### src/rtl/lns_mul_pkg.sv
`timescale 1ns/1ps
package lns_mul_pkg;

  typedef enum logic [1:0] {
    OP_MUL  = 2'd0,
    OP_DIV  = 2'd1,
    OP_SQRT = 2'd2,
    OP_RSV  = 2'd3
  } lnsOp_e;

  // Selection strobes used by the datapath in stage one
  typedef struct packed {
    logic opSub;
    logic opHalf;
  } lnsSel_t;

  // Registered control carried alongside stage one
  typedef struct packed {
    logic valid;
    logic forceZero;
    logic divZero;
    logic invalid;
    logic signOut;
  } lnsStage_t;

endpackage

### src/rtl/lns_mul_ctrl.sv
`timescale 1ns/1ps
module lns_mul_ctrl
  import lns_mul_pkg::*;
(
  input  logic      clk,
  input  logic      rstN,
  input  logic      inValid,
  input  logic [1:0] op,
  input  logic      aZero,
  input  logic      aSign,
  input  logic      bZero,
  input  logic      bSign,
  output lnsSel_t   selNow,
  output lnsStage_t stageQ
);

  lnsOp_e    opCode;
  lnsStage_t stageD;

  assign opCode = lnsOp_e'(op);

  always_comb begin
    selNow         = '0;
    stageD         = '0;
    stageD.valid   = inValid;
    unique case (opCode)
      OP_MUL: begin
        stageD.forceZero = aZero | bZero;
        stageD.signOut   = aSign ^ bSign;
      end
      OP_DIV: begin
        selNow.opSub     = 1'b1;
        stageD.divZero   = bZero;
        stageD.forceZero = aZero | bZero;
        stageD.signOut   = aSign ^ bSign;
      end
      OP_SQRT: begin
        selNow.opHalf    = 1'b1;
        stageD.invalid   = ~aZero & aSign;
        stageD.forceZero = aZero | aSign;
      end
      default: begin
        stageD.invalid   = 1'b1;
        stageD.forceZero = 1'b1;
      end
    endcase
  end

  always_ff @(posedge clk or negedge rstN) begin
    if (!rstN) stageQ <= '0;
    else       stageQ <= stageD;
  end

  AST_STAGE_FOLLOW: assert property (@(posedge clk) disable iff (!rstN)
    inValid |=> stageQ.valid);

  AST_STAGE_IDLE: assert property (@(posedge clk) disable iff (!rstN)
    !inValid |=> !stageQ.valid);

endmodule

### src/rtl/lns_mul_dpath.sv
`timescale 1ns/1ps
module lns_mul_dpath
  import lns_mul_pkg::*;
#(
  parameter int INT_W  = 8,
  parameter int FRAC_W = 23
) (
  input  logic                     clk,
  input  logic                     rstN,
  input  logic [INT_W+FRAC_W-1:0]  aLog,
  input  logic [INT_W+FRAC_W-1:0]  bLog,
  input  lnsSel_t                  selNow,
  input  lnsStage_t                stageQ,
  output logic                     outValid,
  output logic                     resZero,
  output logic                     resSign,
  output logic [INT_W+FRAC_W-1:0]  resLog,
  output logic                     ovfFlag,
  output logic                     unfFlag,
  output logic                     divZeroFlag,
  output logic                     invalidFlag
);

  localparam int LOG_W = INT_W + FRAC_W;
  localparam int EXT_W = LOG_W + 1;
  localparam logic [LOG_W-1:0] LOG_MAX = {1'b0, {(LOG_W-1){1'b1}}};

  logic [EXT_W-1:0] aExt, bExt, wideD, wideQ;
  logic [1:0]       rangeTop;

  assign aExt = {aLog[LOG_W-1], aLog};
  assign bExt = {bLog[LOG_W-1], bLog};

  // Stage one: integer add, subtract or halve on the widened log
  always_comb begin
    if (selNow.opHalf)     wideD = {aLog[LOG_W-1], aLog[LOG_W-1], aLog[LOG_W-1:1]};
    else if (selNow.opSub) wideD = aExt - bExt;
    else                   wideD = aExt + bExt;
  end

  always_ff @(posedge clk or negedge rstN) begin
    if (!rstN) wideQ <= '0;
    else       wideQ <= wideD;
  end

  assign rangeTop = wideQ[EXT_W-1:EXT_W-2];

  // Stage two: range check, saturation and exception flags
  always_ff @(posedge clk or negedge rstN) begin
    if (!rstN) begin
      outValid <= 1'b0; resZero <= 1'b0; resSign <= 1'b0; resLog <= '0;
      ovfFlag <= 1'b0; unfFlag <= 1'b0; divZeroFlag <= 1'b0; invalidFlag <= 1'b0;
    end else begin
      outValid <= stageQ.valid;
      resZero <= 1'b0; resSign <= 1'b0; resLog <= '0;
      ovfFlag <= 1'b0; unfFlag <= 1'b0; divZeroFlag <= 1'b0; invalidFlag <= 1'b0;
      if (stageQ.valid) begin
        if (stageQ.forceZero) begin
          resZero     <= 1'b1;
          divZeroFlag <= stageQ.divZero;
          invalidFlag <= stageQ.invalid;
        end else if (rangeTop == 2'b01) begin
          ovfFlag <= 1'b1;
          resSign <= stageQ.signOut;
          resLog  <= LOG_MAX;
        end else if (rangeTop == 2'b10) begin
          unfFlag <= 1'b1;
          resZero <= 1'b1;
        end else begin
          resSign <= stageQ.signOut;
          resLog  <= wideQ[LOG_W-1:0];
        end
      end
    end
  end

  AST_OUT_FOLLOW: assert property (@(posedge clk) disable iff (!rstN)
    stageQ.valid |=> outValid);

  AST_ZERO_CLEAN: assert property (@(posedge clk) disable iff (!rstN)
    (outValid && resZero) |-> (!resSign && resLog == '0));

  AST_OVF_SAT: assert property (@(posedge clk) disable iff (!rstN)
    (outValid && ovfFlag) |-> (resLog == LOG_MAX && !resZero));

  AST_ONE_FLAG: assert property (@(posedge clk) disable iff (!rstN)
    $onehot0({ovfFlag, unfFlag, divZeroFlag, invalidFlag}));

  AST_IDLE_QUIET: assert property (@(posedge clk) disable iff (!rstN)
    !outValid |-> !(resZero | resSign | ovfFlag | unfFlag | divZeroFlag | invalidFlag));

endmodule

### src/rtl/lns_mul_unit.sv
`timescale 1ns/1ps
module lns_mul_unit
  import lns_mul_pkg::*;
#(
  parameter int INT_W  = 8,
  parameter int FRAC_W = 23
) (
  input  logic                    clk,
  input  logic                    rstN,
  input  logic                    inValid,
  input  logic [1:0]              op,
  input  logic                    aZero,
  input  logic                    aSign,
  input  logic [INT_W+FRAC_W-1:0] aLog,
  input  logic                    bZero,
  input  logic                    bSign,
  input  logic [INT_W+FRAC_W-1:0] bLog,
  output logic                    outValid,
  output logic                    resZero,
  output logic                    resSign,
  output logic [INT_W+FRAC_W-1:0] resLog,
  output logic                    ovfFlag,
  output logic                    unfFlag,
  output logic                    divZeroFlag,
  output logic                    invalidFlag
);

  lnsSel_t   selNow;
  lnsStage_t stageQ;

  lns_mul_ctrl ctrl_i (
    .clk(clk), .rstN(rstN), .inValid(inValid), .op(op),
    .aZero(aZero), .aSign(aSign), .bZero(bZero), .bSign(bSign),
    .selNow(selNow), .stageQ(stageQ)
  );

  lns_mul_dpath #(.INT_W(INT_W), .FRAC_W(FRAC_W)) dpath_i (
    .clk(clk), .rstN(rstN), .aLog(aLog), .bLog(bLog),
    .selNow(selNow), .stageQ(stageQ),
    .outValid(outValid), .resZero(resZero), .resSign(resSign), .resLog(resLog),
    .ovfFlag(ovfFlag), .unfFlag(unfFlag), .divZeroFlag(divZeroFlag),
    .invalidFlag(invalidFlag)
  );

endmodule

### config.mk
export PLATFORM = sky130hd
export DESIGN_NAME = lns_mul_unit
export DESIGN_NICKNAME = d
export VERILOG_FILES = /design/src/rtl/lns_mul_pkg.sv /design/src/rtl/lns_mul_ctrl.sv /design/src/rtl/lns_mul_dpath.sv /design/src/rtl/lns_mul_unit.sv
export SDC_FILE = /design/constraint.sdc
export NUM_CORES = 1
export LEC_CHECK = 0
export BUFFER_PORTS_ARGS = -buffer_cell sky130_fd_sc_hd__buf_2
export CAP_MARGIN = 20
export CORE_ASPECT_RATIO = 1.2
export CORE_MARGIN = 4
export CORE_UTILIZATION = 55
export CTS_BUF_LIST = sky130_fd_sc_hd__clkbuf_16
export DETAILED_ROUTE_END_ITERATION = 8
export HOLD_SLACK_MARGIN = 0.15
export PLACE_DENSITY = 0.81
export SLEW_MARGIN = 30
export SYNTH_ARGS = -nofsm -noshare
export SYNTH_HDL_FRONTEND = slang
export SYNTH_SLANG_ARGS = --single-unit
### constraint.sdc
create_clock -name clk -period 3.97 [get_ports clk]
set_input_delay 0.397 -clock clk [delete_from_list [all_inputs] [get_ports clk]]
set_output_delay 0.397 -clock clk [all_outputs]
set_load 0.1 [all_outputs]
After elaboration in Yosys (flattened, before gate mapping)

Cells that the tools add are included.
Widths: inputs -> output; s select.

Word-level logic and storage cells: 56
Output and inout bits: 38
Input port bits: 71
Register bits: 75

$add $sub $neg: 2
Mux-type cells: 29
Bitwise gates (word level): 5
Equal/unequal tests: 4
Reductions and logical operators: 2

Operators with widths:

| cell               | count |
|---|---|
| $mux 31            | 4 |
| $mux 32            | 2 |
| $add 31x31->32     | 1 |
| $sub 31x31->32     | 1 |
| $mux 1             | 21 |
| $eq 2x1->1 const B | 2 |
| $eq 2x2->1 const B | 2 |
| $pmux 1 s2         | 2 |
| $logic_not 2->1    | 1 |
| $or 1x1->1         | 2 |
| $reduce_or 2->1    | 1 |
| $and 1x1->1        | 1 |
| $not 1->1          | 1 |
| $xor 1x1->1        | 1 |

Longest topological paths before layout

Gate-level depths: netlist of the first run.

Depth in word-level cells: 5
Mapped depth: 20
Depth with buffers taken out: 19

Modules after synthesis

A second synthesis of the first run with hierarchy kept.

Cell total of the unflattened synthesis: 546
Area total of the unflattened synthesis: 4956.0 µm²

Modules (own cells, without submodules):

| module        | seq. area each (µm²) | area an instance (µm²) | times used | cells an instance |
|---|---|---|---|---|
| lns_mul_dpath | 1751.7               | 4753.3                 | 1          | 531 |
| lns_mul_ctrl  | 125.1                | 202.7                  | 1          | 15 |

Worst setup path after synthesis of the first run

Ideal clock, no wire load.

Kind: input-to-reg
Start point: in bLog[4]
End point: reg dpath_i.wideQ[31]
Path slack: 65 ps
Setup time: 80 ps
Required time: 3890 ps
Stages on the path: 20
Buffers on the path: 1
Arrival time: 3825 ps
Cells stage by stage: nor2_2 -> nand2_1 -> or3_4 -> or3_1 -> or2_4 -> nor2b_4 -> and2_4 -> a21oi_2 -> xnor2_1 -> ha_1 -> clkbuf_1 -> a21o_1 -> a21o_1 -> a21o_1 -> a21o_1 -> a21oi_1 -> o21ai_0 -> a41oi_1 -> mux2i_1 -> xnor2_1

Word-level cells in the longest chain between the ends: 3
Elaborated cells between the ends (all ways): 4
Classes of those cells: add/sub: 2; mux: 2

Ends and longest elaborated chain:

| element                                                 | RTL line                                 | text |
|---|---|---|
| start: declaration                                      | lns_mul_unit.sv:17                       | `input logic [INT_W+FRAC_W-1:0] bLog,` |
| $add 31x31->32 / $sub 31x31->32 (equally long branches) | lns_mul_dpath.sv:38, lns_mul_dpath.sv:37 |  |
| $mux 32 (*)                                             | lns_mul_dpath.sv:37                      | `else if (selNow.opSub) wideD = aExt - bExt;` |
| $mux 32 (*)                                             | lns_mul_dpath.sv:36                      | `if (selNow.opHalf) wideD = {aLog[LOG_W-1], aLog[LOG_W-1], aLog[LOG_W-1:1]};` |
| net dpath_i.wideD[31]                                   | lns_mul_dpath.sv:28                      | `logic [EXT_W-1:0] aExt, bExt, wideD, wideQ;` |
| end signal: assignment                                  | lns_mul_dpath.sv:43                      | `else wideQ <= wideD;` |
| end: declaration                                        | lns_mul_dpath.sv:28                      |  |

The timed path passes the listed nets; every way through them passes the cells marked *.

Worst setup path in the final report of the first run

Start point: in bLog[6]
End point: reg dpath_i.wideQ[30]

The elaborated chain is that of the path after synthesis.

==> impl_summary.txt, run 1 <==
----------------------------------------------------
[Layout]
  Non-Filler Cell Area, Final ... 6450 um^2
  Nets@finish ... 809
  Share of layout cells above drive strength 1 ... 31.5%
  Most used cells in the layout excluding fill and tap cells ... sky130_fd_sc_hd__buf_2, sky130_fd_sc_hd__dfrtp_1, sky130_fd_sc_hd__buf_4
  Fillers ... 674
  Synth-to-Final Area Change ... 30.0%
  Most frequent standard cell in the layout excluding fill and tap cells ... sky130_fd_sc_hd__buf_2
  Count of inserted antenna diode cells ... 0

[Placement]
  Detailed placement HPWL ... 10800 um
  RD Place Congestion ... 0.930
  Quantity of I/O buffers inserted on ports ... 108
  DP Worst Slack ... -0.143 ns
  Area after detailed placement ... 6100 um^2

[Power and ir drop]
  Leakage Power ... 3.51 nW
  P per Cell Area ... 405 nW/um^2
  Final Total Pwr ... 0.00261 W
  Worst-case vdd ir drop ... 0.224 mV

[Timing]
  Setup clock skew after layout ... 0.00290 ns
  Minimum setup slack in the final design ... 0.185 ns
  Transition time at the pin with the least slew margin ... 0.653 ns
  Fin crit period ... 3.78 ns
  Setup TNS after final layout ... 0 ns
  Final hold violation count ... 0
  Final Cycle Share ... 95.3%
  Number of setup violations in the final report ... 0
  Max Transition Viols Final ... 0
  Max Freq ... 0.264 GHz
  Worst rel slew slack ... 56.4%

[Global route]
  Antenna violations before repair ... 0
  Pin count of the biggest net entering global routing ... 50
  Total Routing Usage GR ... 26.0%
  Overall overflow remaining after global route ... 0
  First-pass GRT wire length ... 21800 um
  Vias in the first global route ... 4599

[Yosys]
  Yosys cell types ... 60
  Top flip-flop cell by instance count after synthesis ... sky130_fd_sc_hd__dfrtp_1
  Synthesized cell area ... 4960 um^2
  Synth warnings ... 0
  Post-synth EDFFs ... 0
  Synthesized area per cell ... 9.29 um^2
  Number of nets produced by synthesis ... 638
  Cell count after synthesis ... 534
  Sequential-to-total area share from yosys stat ... 37.8%
  Fraction of registers with async set/reset ... 100%
  Yosys reg bits ... 75

[Floorplan]
  Die area ... 10600 um^2
  Core outline area ... 8700 um^2
  DIE HEIGHT ... 112 um
  Starting Density ... 57.0%
  Number of rows in the core area ... 37
  Top-level port count ... 109
  Horizontal die dimension ... 94.7 um

[Clocking]
  Clock root cell ... sky130_fd_sc_hd__clkbuf_16
  Insertion delay to the later sink of the worst-skew pair ... 0.32 ns
  Clock-pin slew on the worst setup and hold paths ... 0.05 ns
  Number of sinks handled by clock tree synthesis ... 75
  Total clock buffers created by CTS ... 9
  Number of H-tree levels ... 3
  Clock tree from TritonCTS ... done
  Buffer depth of the longest clock path ... 2

[Detailed routing]
  Post-route antenna net violation count ... 0
  Detail-routed via count per cell ... 5.59
  Residual DRC count ... 0
  Wire length per cell ... 16.4 um
  Detailed-route wire length ... 13600 um
  Drt first pass iters ... 5
  Starting DRC count in detailed routing ... 267
  Via count of the routed design ... 4625

[Setup path]
  Worst Path Max Fanout ... 5
  Endpoint type of the worst setup path ... flop
  Required arrival time at the worst endpoint ... 4.17 ns
  Arrival time at the worst endpoint ... 3.99 ns
  Setup slack of the worst register-to-register path ... 2.33 ns
  Critical path launch point type ... primary input
  Class of the most critical setup path ... in2reg

[Flow run]
  Total of max-cap violations ... 0

[Worst hold path]
  Min-delay worst type ... in2reg

[Run status]
  Outcome ... finished clean

----------------------------------------------------
[stage by stage]
step                      util, %  std cells  hold slack, ns
after floorplan                 -        534           0.101
after global placement       70.1        805           0.432
after detailed placement     70.1        805           0.428
after CTS                    73.2        822           0.185
after global routing         74.1        827           0.180
final                        74.1        827           0.191
[logic make-up (layout without fill, tap and decap cells)]
kind of cell | Yosys count | in the layout | share of synthesized area (%)
XOR/XNOR | 55 | 55 | 9.71
AND/OR/NAND/NOR | 150 | 150 | 15.7
AO/OA/AOI/OAI | 180 | 180 | 24.4
adder cells (fa/ha/maj) | 33 | 33 | 8.48
flip-flops | 75 | 75 | 37.8
buffers and inverters | 36 | 212 | 2.80
multiplexers | 5 | 5 | 1.01
[cells in the mapped netlist (all sizes together) (2+ instances only)]
cell type  instances  share of area [%]
a211oi             3               0.45
o31ai              6                1.1
o21a               7                1.1
nand2             36                2.7
a31oi              4               0.63
a21o              47                7.1
a221oi             2               0.61
or3                5               0.73
xnor2             31                5.5
nand3             10                1.0
o41ai              3               0.83
o211ai             2               0.30
nor4               4               0.93
a2bb2oi            2               0.35
nor2b              8                1.2
nand2b             9                1.1
nor3b              3               0.45
buf                5               0.45
ha                32                8.1
and3               8                1.0
a41oi              2               0.35
inv               13               0.98
o21ai             30                3.0
nor3               7               0.71
o21bai             3               0.45
dfrtp             75                 38
and2               8                1.1
nand4              3               0.38
nor2              43                3.3
clkbuf            18                1.4
a21oi             60                6.5
xor2              24                4.2
and4               2               0.35
mux2i              5                1.0
[critical path, stage by stage]
cell and delay (ns):
sky130_fd_sc_hd__buf_2 0.11, sky130_fd_sc_hd__nor2_1 0.12, sky130_fd_sc_hd__nand2_2 0.08, sky130_fd_sc_hd__or3_4 0.33
sky130_fd_sc_hd__or3_4 0.34, sky130_fd_sc_hd__or2_4 0.30, sky130_fd_sc_hd__nor2b_4 0.12, sky130_fd_sc_hd__buf_4 0.11
sky130_fd_sc_hd__nor2_1 0.04, sky130_fd_sc_hd__xnor2_1 0.13, sky130_fd_sc_hd__ha_1 0.32, sky130_fd_sc_hd__buf_4 0.15
sky130_fd_sc_hd__nand4_1 0.14, sky130_fd_sc_hd__nor4_1 0.10, sky130_fd_sc_hd__and3_1 0.19, sky130_fd_sc_hd__a222oi_1 0.27
sky130_fd_sc_hd__nand2_1 0.15, sky130_fd_sc_hd__a221oi_2 0.28, sky130_fd_sc_hd__mux2i_1 0.23, sky130_fd_sc_hd__nand3_1 0.09
[sequential cells by signal, summed over array words and instances (netlist names)]
register / count
dpath_i.ovfFlag: 1
dpath_i.resSign: 1
ctrl_i.stageQ: 5
dpath_i.outValid: 1
dpath_i.invalidFlag: 1
dpath_i.wideQ: 32
dpath_i.resLog: 31
dpath_i.resZero: 1
dpath_i.divZeroFlag: 1
dpath_i.unfFlag: 1
[power by group]
group | internal (W) | switching [W]
Clock | 0.000409 | 0.000272
Combinational | 0.000397 | 0.000616
Sequential | 0.000873 | 0.0000420
Total | 0.00168 | 0.000931
[area by class of cell]
class / count / area, um^2 / area share [%]
Sequential cell: 75 / 1880 / 29.1
Inverter: 13 / 48.8 / 0.757
Clock buffer: 9 / 225 / 3.49
Clock inverter: 7 / 30.0 / 0.466
Multi-Input combinational cell: 423 / 3010 / 46.7
Tap cell: 117 / 146 / 2.27
Timing Repair Buffer: 183 / 1110 / 17.2
[layer usage]
layer / global-route usage, % / part of all wire, %
met5: 0 / 0
met4: 7.70 / 1.6
met2: 43.9 / 49
met1: 34.4 / 44
met3: 3.82 / 5.3
[path summary, 6_finish.rpt]
path	from	cells past startpoint	to
max in group asynchronous	rstN	3	dpath_i.wideQ[2]
max	bLog[6]	20	dpath_i.wideQ[30]
max reg2reg	ctrl_i.stageQ[4]	3	dpath_i.resLog[14]
min reg2reg	dpath_i.wideQ[23]	1	dpath_i.resLog[23]
min	inValid	1	ctrl_i.stageQ[4]
min in group asynchronous	rstN	2	dpath_i.resLog[10]
[what timing repair did]
action / in CTS / in global routing
hold buffers: 1 / 0
resized for setup: 0 / 12
setup buffers: 0 / 5
hold endpoints to repair: 48 / 0
endpoints found under the setup margin: 0 / 5
No activity file was read; power rests on OpenSTA's default activity.
==> run 2, diff against run 1 <==
Settings changed: PLACE_DENSITY 0.81 to 0.85.
==> run 2 against run 1 <==
Effect of this change:
- sequential cell count did not move
- sequential share of layout area fell by 0.20 points
- worst setup slack got worse by 0.11 ns
- maximum frequency fell by 2.7%
- via count rose by 1.4%
- combinational power barely moved
- critical path depth fell by 1
- critical path type unchanged
- largest power group unchanged
==> impl_summary.txt, run 2 (same netlist as run 1, synthesis figures left out) <==
----------------------------------------------------
[Run status]
  Outcome ... finished clean

[Layout]
  Most frequent standard cell in the layout excluding fill and tap cells ... sky130_fd_sc_hd__buf_2
  Top reg by flops ... dpath_i.wideQ
  Share of layout cells above drive strength 1 ... 32.2%
  Synth-to-Final Area Change ... 30.9%
  Fraction of the core area covered by cells at the end of the flow ... 74.6%
  Count of inserted antenna diode cells ... 0
  Final Instance Count excl. Fillers ... 831
  Max FFs per register ... 32
  Nets@finish ... 813
  Largest regs ... dpath_i.wideQ (32), dpath_i.resLog (31), ctrl_i.stageQ (5)
  Most used cells in the layout excluding fill and tap cells ... sky130_fd_sc_hd__buf_2, sky130_fd_sc_hd__buf_4, sky130_fd_sc_hd__dfrtp_1

[Setup path]
  Arrival time at the worst endpoint ... 4.09 ns
  Critical path launch point type ... primary input
  Class of the most critical setup path ... in2reg
  Worst path slowest cell ... sky130_fd_sc_hd__or3_4
  Endpoint type of the worst setup path ... flop
  Worst Path Max Fanout ... 5
  Chain of cells forming the critical path ... buf_2 -> nor2_2 -> nand2_1 -> or3_4 -> or3_4 -> or2_4 -> buf_4 -> o31ai_2 -> xor2_1 -> ha_1 -> a21oi_1 -> o21a_1 -> o211ai_1 -> a221o_1 -> a21oi_1 -> nand2_1 -> a221oi_2 -> mux2i_1 -> nand3_1
  Slowest cell delay on critical path ... 0.33 ns
  Required arrival time at the worst endpoint ... 4.17 ns

[Timing]
  Worst rel slew slack ... 54.4%
  Final hold violation count ... 0
  Max Transition Viols Final ... 0
  Minimum setup slack in the final design ... 0.0791 ns
  Max Freq ... 0.257 GHz
  Final Cycle Share ... 98.0%
  Hold WS ... 0.196 ns
  Transition time at the pin with the least slew margin ... 0.682 ns
  Fin crit period ... 3.89 ns
  Setup clock skew after layout ... 0.00271 ns
  Setup TNS after final layout ... 0 ns
  Number of setup violations in the final report ... 0

[Clocking]
  Buffer depth of the longest clock path ... 2
  Total clock buffers created by CTS ... 9
  Insertion delay to the later sink of the worst-skew pair ... 0.33 ns
  Clock tree from TritonCTS ... done
  Number of sinks handled by clock tree synthesis ... 75
  Number of H-tree levels ... 3
  Clock root cell ... sky130_fd_sc_hd__clkbuf_16
  Clock-pin slew on the worst setup and hold paths ... 0.05 ns

[Floorplan]
  Number of rows in the core area ... 37
  Horizontal die dimension ... 94.7 um
  Die area ... 10600 um^2
  DIE HEIGHT ... 112 um
  Core outline area ... 8700 um^2
  Top-level port count ... 109
  Starting Density ... 57.0%

[Power and ir drop]
  Leakage Power ... 3.52 nW
  Internal cell power ... 0.00168 W
  Part of the total power dissipated in sequential elements ... 34.9%
  Worst-case vdd ir drop ... 0.251 mV
  Net Sw Power ... 0.000943 W
  Part of the total power dissipated in combinational logic ... 38.6%
  Clock network fraction of total power ... 26.5%
  Switching part of the total ... 35.9%
  P per Cell Area ... 404 nW/um^2

[Flow run]
  Total of max-cap violations ... 0

[Detailed routing]
  Wire length per cell ... 16.7 um
  Detailed-route wire length ... 13900 um
  Post-route antenna net violation count ... 0
  Detail-routed via count per cell ... 5.64
  Residual DRC count ... 0
  Starting DRC count in detailed routing ... 331
  Drt first pass iters ... 5
  Via count of the routed design ... 4690

[Global route]
  Vias in the first global route ... 4621
  Total Routing Usage GR ... 27.1%
  Overall overflow remaining after global route ... 0
  Pin count of the biggest net entering global routing ... 47
  Antenna violations before repair ... 0
  First-pass GRT wire length ... 22700 um

[Placement]
  Quantity of I/O buffers inserted on ports ... 108
  RD Place Congestion ... 0.920
  DP Worst Slack ... -0.293 ns
  Cells after DPL ... 808
  Detailed placement HPWL ... 10700 um

[Worst hold path]
  Min-delay worst type ... in2reg

----------------------------------------------------
## run 2: changes by cell type in the layout (fill, tap and decap cells not counted), moves of 2 or more
cell / before / now
sky130_fd_sc_hd__clkinv_1: 0 / 2
sky130_fd_sc_hd__clkinvlp_4: 0 / 2
sky130_fd_sc_hd__buf_4: 75 / 78
sky130_fd_sc_hd__inv_1: 17 / 14
## run 2: metal layers
layer / part of all wire (%) / routed length [um] / GRT usage (%) / up-vias
met2: 50 / 7010 / 45.2 / 172
met5: 0 / 0 / 0 / -
li1: - / - / - / 2256
met1: 43 / 5930 / 36.2 / 2239
met4: 1.9 / 271 / 10.1 / 0
met3: 5.1 / 706 / 2.88 / 23
## run 2: timing repair
action | in CTS | in global routing
buffers inserted | 0 | 6
resized for setup | 0 | 14
hold buffers | 1 | 0
hold endpoints to repair | 29 | 0
endpoints found under the setup margin | 0 | 7
## run 2: critical path: cells and delay by family
family,cells,cell delay (ns)
buf+inv,2,0.26
simple gates,7,1.37
fa+ha+maj,1,0.21
compound gates,7,1.50
xor+xnor,1,0.11
mux,1,0.22
## run 2: final timing paths
path | from | to | slack (ns) | depth (start not counted)
setup / recovery | bLog[4] | dpath_i.wideQ[30] | 0.08 | 19
hold / removal | inValid | ctrl_i.stageQ[4] | 0.20 | 1
setup reg to reg | dpath_i.wideQ[31] | dpath_i.resLog[18] | 2.19 | 4
hold reg to reg | dpath_i.wideQ[7] | dpath_i.resLog[7] | 0.45 | 1
max in group asynchronous | rstN | dpath_i.ovfFlag | 2.40 | 3
min in group asynchronous | rstN | dpath_i.resLog[8] | 0.61 | 2
## run 2: final cells by class
cell class	count	area [um^2]
multi-input cells	423	3020
fillers	652	2210
flip-flops and latches	75	1880
repair buffers	187	1140
clock buffers	9	225
well taps	117	146
inverters	13	48.8
clock inverters	7	36.3
## run 2: through the flow
stage               cell area [um^2]  total power (W)
detailed placement              6120          0.00190
global route                    6490          0.00277
CTS                             6400          0.00261
finish                          6490          0.00262
floorplan                       4960          0.00157
global placement                6120          0.00188
## run 2: power by group through the flow
stage          registers, W  logic [W]  clock network (W)
4_1_cts            0.000917   0.000987           0.000705
3_3_place_gp       0.000917   0.000961                  0
5_1_grt            0.000928    0.00110           0.000744
3_5_place_dp       0.000922   0.000979                  0
6_report           0.000917    0.00101           0.000695
2_1_floorplan       0.00108   0.000489                  0
